<file path="src/rtl/rn_pkg.sv">
package rn_pkg;
    // default geometry of the rename stage
    parameter int DEF_ARCH  = 16;
    parameter int DEF_PHYS  = 48;
    parameter int DEF_CKPT  = 4;
    // group width; lane 1 bypasses from lane 0
    parameter int LANES     = 2;
endpackage

</file>
<file path="src/rtl/rn_src_lookup.sv">
// One source operand lookup with bypass from an older lane of the same group.
module rn_src_lookup #(
    parameter int ARCH = 16,
    parameter int AW   = 4,
    parameter int PW   = 6
) (
    input  logic [ARCH-1:0][PW-1:0] map_i,
    input  logic [AW-1:0]           arch_i,
    input  logic                    byp_en_i,
    input  logic [AW-1:0]           byp_dst_i,
    input  logic [PW-1:0]           byp_phys_i,
    output logic [PW-1:0]           phys_o
);
    always_comb begin
        if (byp_en_i && (arch_i == byp_dst_i)) begin
            phys_o = byp_phys_i;
        end else begin
            phys_o = map_i[arch_i];
        end
    end
endmodule

</file>
<file path="src/rtl/rn_free_pool.sv">
// Pool of unused physical registers, handed out in ascending order.
// The position is rewound on recovery.
module rn_free_pool #(
    parameter int POOL = 32,
    parameter int CW   = 6
) (
    input  logic          clk,
    input  logic          rst_n,
    input  logic [1:0]    take_i,
    input  logic          restore_i,
    input  logic [CW-1:0] restore_ptr_i,
    output logic [CW-1:0] ptr_o,
    output logic [CW-1:0] avail_o
);
    typedef struct packed {
        logic [CW-1:0] ptr;
    } pool_st_t;

    pool_st_t pool_q, pool_d;

    always_comb begin
        pool_d = pool_q;
        if (restore_i) begin
            pool_d.ptr = restore_ptr_i;
        end else begin
            pool_d.ptr = pool_q.ptr + CW'(take_i);
        end
        ptr_o   = pool_q.ptr;
        avail_o = CW'(POOL) - pool_q.ptr;
    end

    always_ff @(posedge clk or negedge rst_n) begin
        if (!rst_n) begin
            pool_q <= '0;
        end else begin
            pool_q <= pool_d;
        end
    end
endmodule

</file>
<file path="src/rtl/rn_ckpt_store.sv">
// Branch checkpoint slots: saved map, saved pool position and age order.
module rn_ckpt_store #(
    parameter int ARCH  = 16,
    parameter int PW    = 6,
    parameter int CKPTS = 4,
    parameter int TW    = 2,
    parameter int CW    = 6
) (
    input  logic                    clk,
    input  logic                    rst_n,
    input  logic                    take0_i,
    input  logic                    take1_i,
    input  logic [ARCH-1:0][PW-1:0] snap0_map_i,
    input  logic [CW-1:0]           snap0_ptr_i,
    input  logic [ARCH-1:0][PW-1:0] snap1_map_i,
    input  logic [CW-1:0]           snap1_ptr_i,
    input  logic                    res_valid_i,
    input  logic [TW-1:0]           res_tag_i,
    input  logic                    res_misp_i,
    output logic [TW:0]             free_o,
    output logic [TW-1:0]           first_o,
    output logic [TW-1:0]           second_o,
    output logic                    rest_hit_o,
    output logic [ARCH-1:0][PW-1:0] rest_map_o,
    output logic [CW-1:0]           rest_ptr_o
);
    typedef struct packed {
        logic [CKPTS-1:0]                     valid;
        logic [CKPTS-1:0][CKPTS-1:0]          younger;
        logic [CKPTS-1:0][ARCH-1:0][PW-1:0]   map;
        logic [CKPTS-1:0][CW-1:0]             ptr;
    } ck_st_t;

    ck_st_t ck_q, ck_d;
    logic   got_first, got_second;
    logic [TW:0]   used;
    logic [TW-1:0] slot1;

    // lowest two free slots and the count of free slots
    always_comb begin
        got_first  = 1'b0;
        got_second = 1'b0;
        first_o    = '0;
        second_o   = '0;
        used       = '0;
        for (int i = 0; i < CKPTS; i++) begin
            used = used + (TW+1)'(ck_q.valid[i]);
            if (!ck_q.valid[i]) begin
                if (!got_first) begin
                    first_o   = TW'(i);
                    got_first = 1'b1;
                end else if (!got_second) begin
                    second_o   = TW'(i);
                    got_second = 1'b1;
                end
            end
        end
        free_o = (TW+1)'(CKPTS) - used;
    end

    always_comb begin
        rest_hit_o = res_valid_i && res_misp_i && ck_q.valid[res_tag_i];
        rest_map_o = ck_q.map[res_tag_i];
        rest_ptr_o = ck_q.ptr[res_tag_i];
    end

    always_comb begin
        ck_d  = ck_q;
        slot1 = take0_i ? second_o : first_o;
        if (take0_i) begin
            ck_d.valid[first_o]   = 1'b1;
            ck_d.map[first_o]     = snap0_map_i;
            ck_d.ptr[first_o]     = snap0_ptr_i;
            ck_d.younger[first_o] = '0;
            for (int c = 0; c < CKPTS; c++) begin
                ck_d.younger[c][first_o] = ck_q.valid[c];
            end
        end
        if (take1_i) begin
            ck_d.valid[slot1]   = 1'b1;
            ck_d.map[slot1]     = snap1_map_i;
            ck_d.ptr[slot1]     = snap1_ptr_i;
            ck_d.younger[slot1] = '0;
            for (int c = 0; c < CKPTS; c++) begin
                ck_d.younger[c][slot1] = ck_q.valid[c];
            end
            if (take0_i) begin
                ck_d.younger[first_o][slot1] = 1'b1;
            end
        end
        if (res_valid_i && ck_q.valid[res_tag_i]) begin
            if (res_misp_i) begin
                ck_d.valid = ck_q.valid & ~ck_q.younger[res_tag_i];
            end
            ck_d.valid[res_tag_i] = 1'b0;
        end
    end

    always_ff @(posedge clk or negedge rst_n) begin
        if (!rst_n) begin
            ck_q <= '0;
        end else begin
            ck_q <= ck_d;
        end
    end
endmodule

</file>
<file path="src/rtl/rn_rename_map.sv">
// Two-wide rename map with checkpoint recovery.
module rn_rename_map
    import rn_pkg::*;
#(
    parameter  int ARCH_REGS  = DEF_ARCH,
    parameter  int PHYS_REGS  = DEF_PHYS,
    parameter  int CKPT_SLOTS = DEF_CKPT,
    localparam int AW   = $clog2(ARCH_REGS),
    localparam int PW   = $clog2(PHYS_REGS),
    localparam int TW   = $clog2(CKPT_SLOTS),
    localparam int POOL = PHYS_REGS - ARCH_REGS,
    localparam int CW   = $clog2(POOL + 1)
) (
    input  logic                      clk,
    input  logic                      rst_n,
    input  logic [LANES-1:0]          in_valid,
    input  logic [LANES-1:0]          in_has_dst,
    input  logic [LANES-1:0]          in_is_branch,
    input  logic [LANES-1:0][AW-1:0]  in_dst,
    input  logic [LANES-1:0][AW-1:0]  in_src_a,
    input  logic [LANES-1:0][AW-1:0]  in_src_b,
    output logic                      ready,
    output logic [LANES-1:0][PW-1:0]  out_dst_phys,
    output logic [LANES-1:0][PW-1:0]  out_src_a_phys,
    output logic [LANES-1:0][PW-1:0]  out_src_b_phys,
    output logic [LANES-1:0][TW-1:0]  out_br_tag,
    input  logic                      res_valid,
    input  logic [TW-1:0]             res_tag,
    input  logic                      res_mispredict
);
    typedef logic [ARCH_REGS-1:0][PW-1:0] map_t;

    typedef struct packed {
        map_t map;
    } rn_st_t;

    rn_st_t        st_q, st_d;
    logic [CW-1:0] pool_ptr, pool_avail;
    logic [TW:0]   ck_free;
    logic [TW-1:0] ck_first, ck_second;
    logic          rest_hit;
    map_t          rest_map;
    logic [CW-1:0] rest_ptr;
    logic          wr0, wr1, br0, br1;
    logic [1:0]    need_regs, need_ck, take_n;
    logic          recovering, fire;
    logic [PW-1:0] new0, new1;
    map_t          after0, after1;
    logic [CW-1:0] ptr0, ptr1;

    always_comb begin
        wr0        = in_valid[0] && in_has_dst[0];
        wr1        = in_valid[1] && in_has_dst[1];
        br0        = in_valid[0] && in_is_branch[0];
        br1        = in_valid[1] && in_is_branch[1];
        need_regs  = 2'(wr0) + 2'(wr1);
        need_ck    = 2'(br0) + 2'(br1);
        recovering = res_valid && res_mispredict;
        ready      = !recovering
                     && (pool_avail >= CW'(need_regs))
                     && (ck_free >= (TW+1)'(need_ck));
        fire       = ready && (|in_valid);
        take_n     = fire ? need_regs : 2'd0;

        new0 = PW'(ARCH_REGS) + PW'(pool_ptr);
        new1 = new0 + PW'(wr0);
        ptr0 = pool_ptr + CW'(wr0);
        ptr1 = ptr0 + CW'(wr1);

        after0 = st_q.map;
        if (wr0) begin
            after0[in_dst[0]] = new0;
        end
        after1 = after0;
        if (wr1) begin
            after1[in_dst[1]] = new1;
        end

        st_d = st_q;
        if (rest_hit) begin
            st_d.map = rest_map;
        end else if (fire) begin
            st_d.map = after1;
        end

        out_dst_phys[0] = wr0 ? new0 : '0;
        out_dst_phys[1] = wr1 ? new1 : '0;
        out_br_tag[0]   = ck_first;
        out_br_tag[1]   = br0 ? ck_second : ck_first;
    end

    always_ff @(posedge clk or negedge rst_n) begin
        if (!rst_n) begin
            for (int i = 0; i < ARCH_REGS; i++) begin
                st_q.map[i] <= PW'(i);
            end
        end else begin
            st_q <= st_d;
        end
    end

    for (genvar l = 0; l < LANES; l++) begin : g_lane
        rn_src_lookup #(.ARCH(ARCH_REGS), .AW(AW), .PW(PW)) u_src_a (
            .map_i      (st_q.map),
            .arch_i     (in_src_a[l]),
            .byp_en_i   ((l > 0) ? wr0 : 1'b0),
            .byp_dst_i  (in_dst[0]),
            .byp_phys_i (new0),
            .phys_o     (out_src_a_phys[l])
        );
        rn_src_lookup #(.ARCH(ARCH_REGS), .AW(AW), .PW(PW)) u_src_b (
            .map_i      (st_q.map),
            .arch_i     (in_src_b[l]),
            .byp_en_i   ((l > 0) ? wr0 : 1'b0),
            .byp_dst_i  (in_dst[0]),
            .byp_phys_i (new0),
            .phys_o     (out_src_b_phys[l])
        );
    end

    rn_free_pool #(.POOL(POOL), .CW(CW)) u_pool (
        .clk           (clk),
        .rst_n         (rst_n),
        .take_i        (take_n),
        .restore_i     (rest_hit),
        .restore_ptr_i (rest_ptr),
        .ptr_o         (pool_ptr),
        .avail_o       (pool_avail)
    );

    rn_ckpt_store #(
        .ARCH(ARCH_REGS), .PW(PW), .CKPTS(CKPT_SLOTS), .TW(TW), .CW(CW)
    ) u_ckpt (
        .clk         (clk),
        .rst_n       (rst_n),
        .take0_i     (fire && br0),
        .take1_i     (fire && br1),
        .snap0_map_i (after0),
        .snap0_ptr_i (ptr0),
        .snap1_map_i (after1),
        .snap1_ptr_i (ptr1),
        .res_valid_i (res_valid),
        .res_tag_i   (res_tag),
        .res_misp_i  (res_mispredict),
        .free_o      (ck_free),
        .first_o     (ck_first),
        .second_o    (ck_second),
        .rest_hit_o  (rest_hit),
        .rest_map_o  (rest_map),
        .rest_ptr_o  (rest_ptr)
    );
endmodule

</file>
<file path="config.mk">
export PLATFORM = sky130hd
export DESIGN_NAME = rn_rename_map
export DESIGN_NICKNAME = d
export VERILOG_FILES = /design/src/rtl/rn_pkg.sv /design/src/rtl/rn_src_lookup.sv /design/src/rtl/rn_free_pool.sv /design/src/rtl/rn_ckpt_store.sv /design/src/rtl/rn_rename_map.sv
export SDC_FILE = /design/constraint.sdc
export NUM_CORES = 2
export LEC_CHECK = 0
export BUFFER_PORTS_ARGS = -buffer_cell sky130_fd_sc_hd__buf_4
export CORE_ASPECT_RATIO = 1.75
export CORE_MARGIN = 3
export CORE_UTILIZATION = 40
export DETAILED_ROUTE_END_ITERATION = 12
export MAX_ROUTING_LAYER = met4
export PLACE_DENSITY = 0.62
export SLEW_MARGIN = 25
export SYNTH_ARGS = -nofsm -noshare
export SYNTH_HDL_FRONTEND = slang
export SYNTH_SLANG_ARGS = --single-unit
</file>
<file path="constraint.sdc">
create_clock -name clk -period 4.85 [get_ports clk]
set_input_delay 0.2425 -clock clk [delete_from_list [all_inputs] [get_ports clk]]
set_output_delay 0.2425 -clock clk [all_outputs]
set_load 0.02 [all_outputs]
</file>
==> results.ini <==
[sta]
rsz0062_at_grt=no
drv_slew=0
period_share_pct=86.5
fin_skew_ps=18.9
tightestPinTransition_ps=1140
timing.hold.ws_ps=137
setup-tns-final_ps=0
hold_viol_final=0
rel_slew_slack_pct=23.6
setup-violations-final=0
timing.final.crit_period_ps=4200
clock.fmax_ghz=0.238

[power]
seqPwrFrac_pct=35.3
power.switching_fraction_pct=42.1
peakVddDrop_mv=0.625
clock_power_share_pct=18.0
pwr-share-comb_pct=46.8
total_leakage_power_nw=13.4
power_density_nw_per_um2=655
internal_power_mw=13.2
p_switching_mw=9.64

[worst_setup_path]
worst_path_max_delay_cell=sky130_fd_sc_hd__nor3b_2
cp.required_ps=5280
cp-end-kind=register
critical_path_peak_fanout=200
worstRegToRegCells=14
critical_path.startpoint_type=register
path_class=register to register
timing.critical_path.slowest_cell_delay_ps=550
worstSetupEndpoint=u_ckpt.ck_q[163]
crit-reg2reg-capture=u_ckpt.ck_q[163]
reg2reg_slack_ps=650
critPathMostFrequentCell=sky130_fd_sc_hd__ha_1
worst-endpoint-arrival_ps=4630
regToRegStartpoint=u_ckpt.ck_q[424]
path_cells=inv_1, ha_1, inv_1, ha_1, ha_1, ha_1, a211o_1, nand2_1, a21oi_4, nor3b_2, nand2_4, buf_12, o211ai_1, o21ai_0
critPathLaunch=u_ckpt.ck_q[424]

[synthesis]
synthesis.nets=3226
synth_top_area_cell=sky130_fd_sc_hd__dfrtp_1
synth_largest_type_area_fraction_pct=38.8
synth.cells.most_frequent=sky130_fd_sc_hd__nand2_1, sky130_fd_sc_hd__dfrtp_1, sky130_fd_sc_hd__o21ai_0
netlist_top_cells_area=sky130_fd_sc_hd__dfrtp_1, sky130_fd_sc_hd__mux4_2, sky130_fd_sc_hd__o211ai_1, sky130_fd_sc_hd__nand2_1, sky130_fd_sc_hd__o21ai_0
synthDistinctLibCells=64
synth-edff-count=0
ys_warn_count=0
synthMostInstantiatedCell=sky130_fd_sc_hd__nand2_1
total_standard_cell_area_after_synthesis_um2=31800
ys_dominant_reg_cell=sky130_fd_sc_hd__dfrtp_1
ys_seq_elements=526
post_synth.cell_area_avg_um2=10.0
ys_async_sr_fraction_pct=100
netlist_instances=3172
seq_area_frac_synth_pct=41.5

[global_routing]
grt.overflow.total=0
overall_fraction_of_global_route_tracks_in_use_pct=28.0
met1_usage_pct=34.1
global_route_wire_length_before_repair_mm=172
grt_use_met2_pct=44.6
grt_start_max_net_pins=201
grt_antenna_before_repair=4
busiest_layer=met2
use_met3_pct=4.04
via_count_of_the_first_global_routing_pass=26539

[die]
std_cell_rows=136
floorplan.die.width_um=219
io-pin-count=77
floorplan.die.height_um=379
die_area_um2=83100
core_area_um2=78800
initial_utilization_pct=40.4

[worst_hold_path]
hold_class=input port to register

[detailed_routing]
drt_pass1_iterations=6
postRouteWirelength_mm=114
routed-via-count=27059
detail_route.wl_per_cell_um=27.6
drt_drc_violations_left=0
route.detailed.vias_per_inst=6.53
postRouteAntennaNets=0
initialDrtViolationCount=2809

[outcome]
result_of_the_run=finished, final reports clean

[finish]
stdcell_count=4142
finish.utilization_pct=44.3
layout-drive-gt1-share_pct=19.0
nets=3119
area_growth_pct=9.72

[clock_network]
tritoncts_clock_tree=done
clock_tree.root_cell=sky130_fd_sc_hd__clkbuf_16
clock_path_buffers=3
cts_buffers=50
post_cts_resize_count=0
clk-insertion-delay-late_ps=610
clkSlewWorstSetupHoldPaths_ps=70
cts.htree.levels=2
cts_num_sinks=526

[flow_run]
maxCapViolations=0

[place]
io_buffers=76
routability_congestion=0.905
inst_count_dp=4046
detailed_placement_hpwl_mm=71.2

-- worst min-delay path by stage --
stage / slack [ps] / to / start / depth (start not counted)
6_report: 140 / u_ckpt.ck_q[427] / res_valid / 4
3_5_place_dp: 200 / u_ckpt.ck_q[422] / rst_n / 1
4_1_cts: 130 / u_ckpt.ck_q[427] / res_valid / 4
3_3_place_gp: 210 / u_ckpt.ck_q[422] / rst_n / 1
2_1_floorplan: -50 / st_q[0] / rst_n / 0
5_1_grt: 170 / u_ckpt.ck_q[427] / res_valid / 4
-- flip-flops by register name, indices dropped and copies added, names as in the netlist --
register,flops
u_ckpt.ck_q,424
st_q,96
u_pool.ptr_o,6
-- placed cells by master (no fill, tap or decap), drive strengths merged, types with 20 or more instances in the layout --
| cell type | count |
|---|---|
| a21oi | 96 |
| a221o | 79 |
| a31oi | 34 |
| buf | 151 |
| clkbuf | 74 |
| dfrtp | 494 |
| dfstp | 32 |
| inv | 20 |
| mux2 | 66 |
| mux2i | 74 |
| mux4 | 221 |
| nand2 | 545 |
| nand3 | 21 |
| nor2 | 241 |
| o211ai | 347 |
| o21ai | 429 |
| xnor2 | 21 |
-- critical path: cells and delay by family, from the launching register on --
| family | cells | cell delay [ps] |
|---|---|---|
| AOI/OAI and AO/OA | 4 | 870 |
| and+or+nand+nor | 3 | 740 |
| DFF | 1 | 490 |
| adders and majority gates | 4 | 1090 |
| buffers and inverters | 3 | 480 |
-- cell families after synthesis --
family	after synthesis	synth area share (%)
simple gates	871	11.0
compound gates	1025	20.8
mux	361	20.3
buf+inv	336	4.74
fa+ha+maj	19	0.763
flops	526	41.5
xor+xnor	34	0.936
-- cell type report --
type / count / area (um2)
multi-input cells: 2310 / 17200
inverters: 23 / 86.3
fillers: 7355 / 43900
diodes: 4 / 10.0
well taps: 1035 / 1290
clock buffers: 73 / 1480
clock inverters: 17 / 175
repair buffers: 154 / 1450
flip-flops and latches: 526 / 13200
-- through the flow --
step                total power [mW]  setup slack, ps  area, um2
floorplan                       15.1              971      31800
global placement                18.4              976      33200
finish                          22.9              654      34900
CTS                             22.7              935      34900
global route                    24.2              499      34900
detailed placement              18.6              936      33200
-- power groups by stage --
| stage | sequential, mW | clock, mW | combinational [mW] |
|---|---|---|---|
| after floorplan | 7.37 | 0 | 7.69 |
| after global placement | 8.01 | 0 | 10.4 |
| after detailed placement | 8.06 | 0 | 10.6 |
| after CTS | 8.00 | 4.16 | 10.6 |
| after global routing | 8.25 | 4.32 | 11.6 |
| final | 8.07 | 4.11 | 10.7 |
-- layer usage --
metal	up-vias	share of wire, %
li1	11631	-
met1	13572	38
met2	1478	47
met3	378	8.2
met4	0	6.8
met5	-	0
-- timing repair --
item	CTS	global route
endpoints found under the hold margin	54	0
buffers inserted	0	0
hold buffers	2	0
Note: power is estimated with default switching activity, not from simulation.
